**src/rtl/ulsm_pkg.sv**
```systemverilog
package ulsm_pkg;

  typedef enum logic [1:0] {
    ST_IDLE   = 2'd0,
    ST_FETCH1 = 2'd1,
    ST_FETCH2 = 2'd2,
    ST_RESP   = 2'd3
  } ulsm_state_e;

  typedef enum logic {
    SZ_BYTE = 1'b0,
    SZ_WORD = 1'b1
  } ulsm_size_e;

endpackage

```
**src/rtl/ulsm_addr_gen.sv**
```systemverilog
module ulsm_addr_gen #(
  parameter int ADDR_W = 16,
  parameter int WORD_BYTES = 2
) (
  input  logic [ADDR_W-1:0] base_i,
  output logic [ADDR_W-1:0] first_o,
  output logic [ADDR_W-1:0] second_o
);

  localparam int OFS_W = $clog2(WORD_BYTES);

  // Clear the in-word offset bits; the next word is one word-size higher,
  // wrapping naturally at the top of the address space.
  always_comb begin
    first_o  = {base_i[ADDR_W-1:OFS_W], {OFS_W{1'b0}}};
    second_o = first_o + ADDR_W'(WORD_BYTES);
  end

endmodule

```
**src/rtl/ulsm_ctrl.sv**
```systemverilog
module ulsm_ctrl
  import ulsm_pkg::*;
#(
  parameter int ADDR_W = 16
) (
  input  logic              clk,
  input  logic              rst_n,
  input  logic              cfg_trap_en,
  input  logic              req_valid,
  input  logic [ADDR_W-1:0] req_addr,
  input  logic              req_size,
  output logic              req_ready,
  output logic              mem_rd_en,
  output logic [ADDR_W-1:0] mem_rd_addr,
  output logic              hold_en,
  output logic              resp_valid,
  output logic              resp_fault,
  output logic              size_word,
  output logic              split,
  output logic              odd
);

  ulsm_state_e      state_q, state_d;
  logic [ADDR_W-1:0] addr_q;
  logic              size_q, odd_q, split_q, fault_q;
  logic              accept, req_odd_word, req_fault;
  logic [ADDR_W-1:0] first_addr, second_addr;

  assign accept       = (state_q == ST_IDLE) && req_valid;
  assign req_odd_word = (req_size == SZ_WORD) && req_addr[0];
  assign req_fault    = req_odd_word && cfg_trap_en;

  ulsm_addr_gen #(.ADDR_W(ADDR_W), .WORD_BYTES(2)) u_addr (
    .base_i  (addr_q),
    .first_o (first_addr),
    .second_o(second_addr)
  );

  // Next-state logic
  always_comb begin
    state_d = state_q;
    unique case (state_q)
      ST_IDLE:   if (req_valid) state_d = req_fault ? ST_RESP : ST_FETCH1;
      ST_FETCH1: state_d = split_q ? ST_FETCH2 : ST_RESP;
      ST_FETCH2: state_d = ST_RESP;
      ST_RESP:   state_d = ST_IDLE;
      default:   state_d = ST_IDLE;
    endcase
  end

  // State register
  always_ff @(posedge clk or negedge rst_n) begin
    if (!rst_n) state_q <= ST_IDLE;
    else        state_q <= state_d;
  end

  // Request capture, enabled on acceptance only
  always_ff @(posedge clk or negedge rst_n) begin
    if (!rst_n) begin
      addr_q  <= '0;
      size_q  <= 1'b0;
      odd_q   <= 1'b0;
      split_q <= 1'b0;
      fault_q <= 1'b0;
    end else if (accept) begin
      addr_q  <= req_addr;
      size_q  <= req_size;
      odd_q   <= req_addr[0];
      split_q <= req_odd_word && !cfg_trap_en;
      fault_q <= req_fault;
    end
  end

  always_comb begin
    req_ready   = (state_q == ST_IDLE);
    mem_rd_en   = (state_q == ST_FETCH1) || (state_q == ST_FETCH2);
    mem_rd_addr = (state_q == ST_FETCH2) ? second_addr : first_addr;
    hold_en     = (state_q == ST_FETCH2);
    resp_valid  = (state_q == ST_RESP);
    resp_fault  = (state_q == ST_RESP) && fault_q;
    size_word   = size_q;
    split       = split_q;
    odd         = odd_q;
  end

  p_rd_even_r4: assert property (@(posedge clk) disable iff (!rst_n)
    mem_rd_en |-> !mem_rd_addr[0]);

  p_second_addr_r10: assert property (@(posedge clk) disable iff (!rst_n)
    (mem_rd_en && $past(mem_rd_en)) |-> (mem_rd_addr == ADDR_W'($past(mem_rd_addr) + ADDR_W'(2))));

  p_fault_no_read_r6: assert property (@(posedge clk) disable iff (!rst_n)
    resp_fault |-> !$past(mem_rd_en));

  p_resp_pulse_r9: assert property (@(posedge clk) disable iff (!rst_n)
    resp_valid |=> !resp_valid);

  p_fault_qual_r9: assert property (@(posedge clk) disable iff (!rst_n)
    resp_fault |-> resp_valid);

  p_busy_after_accept_r8: assert property (@(posedge clk) disable iff (!rst_n)
    (req_valid && req_ready) |=> !req_ready);

endmodule

```
**src/rtl/ulsm_merge.sv**
```systemverilog
module ulsm_merge #(
  parameter int BYTE_W = 8
) (
  input  logic                clk,
  input  logic                rst_n,
  input  logic                hold_en,
  input  logic [2*BYTE_W-1:0] rd_word,
  input  logic                resp_valid,
  input  logic                resp_fault,
  input  logic                size_word,
  input  logic                split,
  input  logic                odd,
  output logic [2*BYTE_W-1:0] data_o
);

  localparam int WORD_W = 2 * BYTE_W;

  logic [WORD_W-1:0] first_q;
  logic [BYTE_W-1:0] lo_b, hi_b, sel_b;

  // First word of a split read, captured as it returns from memory
  always_ff @(posedge clk or negedge rst_n) begin
    if (!rst_n)       first_q <= '0;
    else if (hold_en) first_q <= rd_word;
  end

  assign lo_b  = rd_word[BYTE_W-1:0];
  assign hi_b  = rd_word[WORD_W-1:BYTE_W];
  assign sel_b = odd ? hi_b : lo_b;

  always_comb begin
    data_o = '0;
    if (resp_valid && !resp_fault) begin
      if (!size_word)  data_o = {{BYTE_W{1'b0}}, sel_b};
      else if (split)  data_o = {lo_b, first_q[WORD_W-1:BYTE_W]};
      else             data_o = rd_word;
    end
  end

endmodule

```
**src/rtl/ulsm_top.sv**
```systemverilog
module ulsm_top #(
  parameter int ADDR_W = 16,
  parameter int BYTE_W = 8
) (
  input  logic                clk,
  input  logic                rst_n,
  input  logic                cfg_trap_en,
  input  logic                req_valid,
  input  logic [ADDR_W-1:0]   req_addr,
  input  logic                req_size,
  output logic                req_ready,
  output logic                resp_valid,
  output logic [2*BYTE_W-1:0] resp_data,
  output logic                resp_fault,
  output logic                mem_rd_en,
  output logic [ADDR_W-1:0]   mem_rd_addr,
  input  logic [2*BYTE_W-1:0] mem_rd_data
);

  logic hold_en, size_word, split, odd;

  ulsm_ctrl #(.ADDR_W(ADDR_W)) u_ctrl (
    .clk        (clk),
    .rst_n      (rst_n),
    .cfg_trap_en(cfg_trap_en),
    .req_valid  (req_valid),
    .req_addr   (req_addr),
    .req_size   (req_size),
    .req_ready  (req_ready),
    .mem_rd_en  (mem_rd_en),
    .mem_rd_addr(mem_rd_addr),
    .hold_en    (hold_en),
    .resp_valid (resp_valid),
    .resp_fault (resp_fault),
    .size_word  (size_word),
    .split      (split),
    .odd        (odd)
  );

  ulsm_merge #(.BYTE_W(BYTE_W)) u_merge (
    .clk       (clk),
    .rst_n     (rst_n),
    .hold_en   (hold_en),
    .rd_word   (mem_rd_data),
    .resp_valid(resp_valid),
    .resp_fault(resp_fault),
    .size_word (size_word),
    .split     (split),
    .odd       (odd),
    .data_o    (resp_data)
  );

  p_fault_zero_data_r6: assert property (@(posedge clk) disable iff (!rst_n)
    resp_fault |-> (resp_data == '0));

  p_idle_quiet_r1: assert property (@(posedge clk) disable iff (!rst_n)
    req_ready |-> (!resp_valid && !mem_rd_en));

endmodule

```
**config.mk**
```make
export PLATFORM = sky130hd
export DESIGN_NAME = ulsm_top
export DESIGN_NICKNAME = d
export VERILOG_FILES = /design/src/rtl/ulsm_pkg.sv /design/src/rtl/ulsm_addr_gen.sv /design/src/rtl/ulsm_ctrl.sv /design/src/rtl/ulsm_merge.sv /design/src/rtl/ulsm_top.sv
export SDC_FILE = /design/constraint.sdc
export NUM_CORES = 1
export LEC_CHECK = 0
export BUFFER_PORTS_ARGS = -buffer_cell sky130_fd_sc_hd__buf_4
export CAP_MARGIN = 15
export CORE_ASPECT_RATIO = 2
export CORE_MARGIN = 10
export CORE_UTILIZATION = 40
export DETAILED_ROUTE_END_ITERATION = 6
export PLACE_DENSITY_LB_ADDON = 0.12
export SYNTH_ARGS = -nofsm -noshare
export SYNTH_HDL_FRONTEND = slang
export SYNTH_SLANG_ARGS = --single-unit
```
**constraint.sdc**
```tcl
create_clock -name clk -period 3.7 [get_ports clk]
set_clock_uncertainty 0.1 [all_clocks]
set_input_delay 0.185 -clock clk [delete_from_list [all_inputs] [get_ports clk]]
set_output_delay 0.185 -clock clk [all_outputs]
set_load 0.005 [all_outputs]
```
Word level (Yosys, flattened, before mapping)
Index checks and enable logic that the tools add are counted.
- logic and storage cells: 31
- register bits after elaboration: 38
- $add $sub $neg: 1
- equal/unequal tests: 4
- reduce and logical (&&, ||, !) cells: 10
- multiplexer cells: 9
- operators with widths (cell ; count):
    2-to-1 mux 16 bit ; 4
    adder 16 x 2 -> 16 bit, second input constant ; 1
    2-to-1 mux 8 bit ; 1
    one-hot mux 2 bit (4 select lines) ; 1
    logical AND 1 bit ; 6
    equality test 2 bit, second input constant ; 2
    2-to-1 mux 2 bit ; 2
    equality test 2 x 1 -> 1 bit, second input constant ; 1
    zero test 1 bit ; 2
    zero test 2 bit ; 1
    inequality test 2 bit, second input constant ; 1
    logical OR 1 bit ; 1
    2-to-1 mux 1 bit ; 1

Depth between registers and ports, before layout
- depth after elaboration: 5
- mapped depth: 6

Cells and area by module
A second synthesis with hierarchy kept.
- cells, all modules: 199
- area total of the unflattened synthesis: 2220.9 um2
- by module, submodules not included (module ; instances ; sequential area each (um2) ; area each (um2) ; cells an instance):
    ulsm_ctrl ; 1 ; 525.5 ; 1128.6 ; 79
    ulsm_merge ; 1 ; 200.2 ; 680.7 ; 64
    ulsm_addr_gen ; 1 ; 0.0 ; 411.6 ; 56

Worst setup path before layout
No wires, ideal clock.
- path kind: reg2out
- start: reg u_ctrl.state_q[0]
- end: out mem_rd_addr[13]
- cell stages (with the launch flop): 6
- arrival: 1.415 ns
- slack: 2.000 ns
- data required time: 3.415 ns
- cell sequence: dfrtp_1 -> inv_1 -> ha_1 -> nand4_2 -> nor4_2 -> xor2_1
- cells in the longest elaborated chain, start to end: 2
- RTL lines (item ; RTL line ; RTL):
    start: declaration ; ulsm_ctrl.sv:23 ; ulsm_state_e state_q, state_d;
    start signal: assignment ; ulsm_ctrl.sv:54 ; else state_q <= state_d;
    equality test 2 bit ; ulsm_ctrl.sv:77 ; mem_rd_addr = (state_q == ST_FETCH2) ? second_addr : first_addr;
    2-to-1 mux 16 bit ; ulsm_ctrl.sv:77 ;
    end: declaration ; ulsm_top.sv:16 ; output logic [ADDR_W-1:0] mem_rd_addr,
Every way passes these cells.

Worst setup path after layout
Same ends and word-level chain as after synthesis.

==> metrics.cfg <==
[route]
met2WireLength_um=2940
via_per_inst=5.19
wl_met1_um=1850
ant_nets=0
firstDrtPassIters=4
wl_per_cell_um=17.0
wl_um=5210
drc=0
top_layer_used=met4
route.met3.wl_um=296
vias=1593
drt_iter0_drc=91

[run_status]
status=completed

[sta]
hold_violations=0
fmax_mhz=384
relSlewSlack_pct=41.1
setup_ws_ns=1.09
finalMaxSlewViolations=0
setup_tns_ns=0
worstMarginPinSlew_ns=0.883
fin_crit_sh_pct=70.4
finalSetupViolCount=0
min_period_ns=2.61
rsz0062_at_grt=no

[synth]
syn_nets=225
synth_seq_cells=29
yosys-top-cells-area=dfrtp_1 (38%), mux2_2 (15%), mux2i_1 (7.8%)
synth.avg_cell_area_um2=10.6
ys_warn_count=0
syn_area_um2=1920
yosys.area.top_type_share_pct=37.8
syn-instance-count=182
synth.distinct_cells=29
yosysTopAreaCell=dfrtp_1
seq_area_frac_synth_pct=37.8

[pwr]
vdd_drop_max_v=0.000447
power_density_nw_per_um2=773
power.leakage_nw=1.15
fin_total_pwr_w=0.00198

[setup_path]
rr_startpoint=u_ctrl.state_q[0]
cp-start-kind=flop
critPathBufInv=2
critPathSlowestCell=ha_1
crit_arrival_ns=2.32
crit_chain=inv_1 > ha_1 > nand4_2 > nor4_2 > xor2_1 > buf_4
cp.required_ns=3.41
path_delay_family=simple AND/OR/NAND/NOR gates
critical-path-max-stage-delay_ns=0.57
critPathKind=reg2out
reg2reg_depth=4
startpoint=u_ctrl.state_q[0]
reg2reg_to=u_ctrl.addr_q[4]
cp_max_fo=14
ff2ff_setup_slack_ns=1.66
cp-end-kind=output pin
endpoint=mem_rd_addr[13]
crit_cells=6

[clocking]
cts_made_buffers=5
insertion_delay_ns=0.27
cts.sinks=29
cts-resized-gates=0
cts_tree=built
cts_htree_levels=2
cts_root_buf=clkbuf_8
clkSlewWorstSetupHoldPaths_ns=0.06
cts_buffer_depth=2

[placement]
gp_congestion=0.804
dp_hpwl_um=4290
io_buffers=71
place_ws_ns=1.38

[floorplanning]
ios=73
core_area_um2=4640
initial_core_util_pct=41.4
die_x_um=69.0
dieHeight_um=118
die_area_um2=8150
fp-row-count=35

[global_routing]
grt_max_degree=30
overflow=0
grt_pass1_vias=1747
track_usage_pct=12.7
grt_pass1_wl_um=8770
antenna_found_initial=0

[flow_run]
max-cap-violations=0

[finish]
finalNetCount=294
drive_gt1_share_pct=44.0
final-seq-area_um2=726
multi_input_area_um2=1120
synthToLayoutAreaGrowth_pct=33.2
n_fill_cell=458
antennaDiodeCount=0

[hold_path]
hold_start=cfg_trap_en
whs_path_depth=2
hold_path_class=in2reg

## cell families after synthesis
family / count (synthesis) / share of synthesized area, %
AO/OA/AOI/OAI: 21 / 7.94
XOR/XNOR: 14 / 6.38
adder cells (fa/ha/maj): 6 / 3.91
buffers and inverters: 15 / 3.91
flip-flops: 29 / 37.8
multiplexers: 41 / 23.0
other: 1 / 0.195
AND/OR/NAND/NOR: 55 / 16.9
## stage by stage
step           utilization, %  hold slack (ns)  instances  area [um^2]
5_1_grt                  55.1           0.0248        307         2560
6_report                 55.1           0.0173        307         2560
4_1_cts                  55.1           0.0122        307         2560
3_3_place_gp             53.2           0.0289        298         2470
2_1_floorplan               -           -0.211        182         1920
3_5_place_dp             53.2           0.0290        298         2470
## where the power goes
group	internal (W)	switching, W
logic	0.000590	0.000404
clock network	0.000130	0.000111
registers	0.000480	0.000263
## layout make-up
| class | instances | area share [%] |
|---|---|---|
| well taps | 55 | 2.69 |
| flip-flops and latches | 29 | 28.3 |
| clock buffers | 6 | 2.83 |
| clock inverters | 2 | 0.391 |
| repair buffers | 72 | 21.2 |
| multi-input cells | 138 | 43.8 |
| inverters | 5 | 0.733 |
## what timing repair did
item | in CTS | in global routing
hold endpoints to repair | 29 | 0
hold buffers | 1 | 0
setup buffers | 0 | 0
## metal layers
layer | track usage [%] | up-vias
li1 | - | 789
met1 | 11.8 | 738
met2 | 24.6 | 55
met3 | 3.46 | 11
met4 | 5.19 | 0
met5 | 0 | -
## placed cells by master (no fill, tap or decap), drive strengths merged, types with 2 or more instances in the layout
cell type / instances
a211oi: 14
a31oi: 2
buf: 71
clkbuf: 6
clkinv: 2
dfrtp: 29
ha: 6
inv: 5
mux2: 26
mux2i: 15
nand2: 8
nand2b: 5
nand3: 5
nand4: 7
nor2: 13
nor2b: 7
nor3: 4
nor4: 4
o21ai: 2
xnor2: 5
xor2: 9
## registers in the layout, summed over array words and instances (netlist names)
register	flops
u_ctrl.addr_q	16
u_ctrl.size_word	1
u_ctrl.split	1
u_ctrl.state_q	2
u_merge.first_q	8
u_ctrl.fault_q	1
## synth_stat cells, drive strengths merged
cell type / number
dfrtp: 29
mux2: 26
mux2i: 15
a211oi: 14
nor2: 13
buf: 10
xor2: 9
nand2: 8
nand4: 7
nor2b: 7
ha: 6
inv: 5
nand2b: 5
nand3: 5
xnor2: 5
nor3: 4
nor4: 4
a31oi: 2
o21ai: 2
a311oi: 1
and2: 1
conb: 1
nand3b: 1
o21bai: 1
o22a: 1
## worst min-delay path by stage
stage,to,slack [ns]
2_1_floorplan,u_ctrl.addr_q[0],-0.21
3_3_place_gp,u_ctrl.addr_q[14],0.03
3_5_place_dp,u_ctrl.addr_q[14],0.03
4_1_cts,u_ctrl.split,0.01
5_1_grt,u_ctrl.split,0.02
6_report,u_ctrl.split,0.02
(Power assumes the default switching activity.)
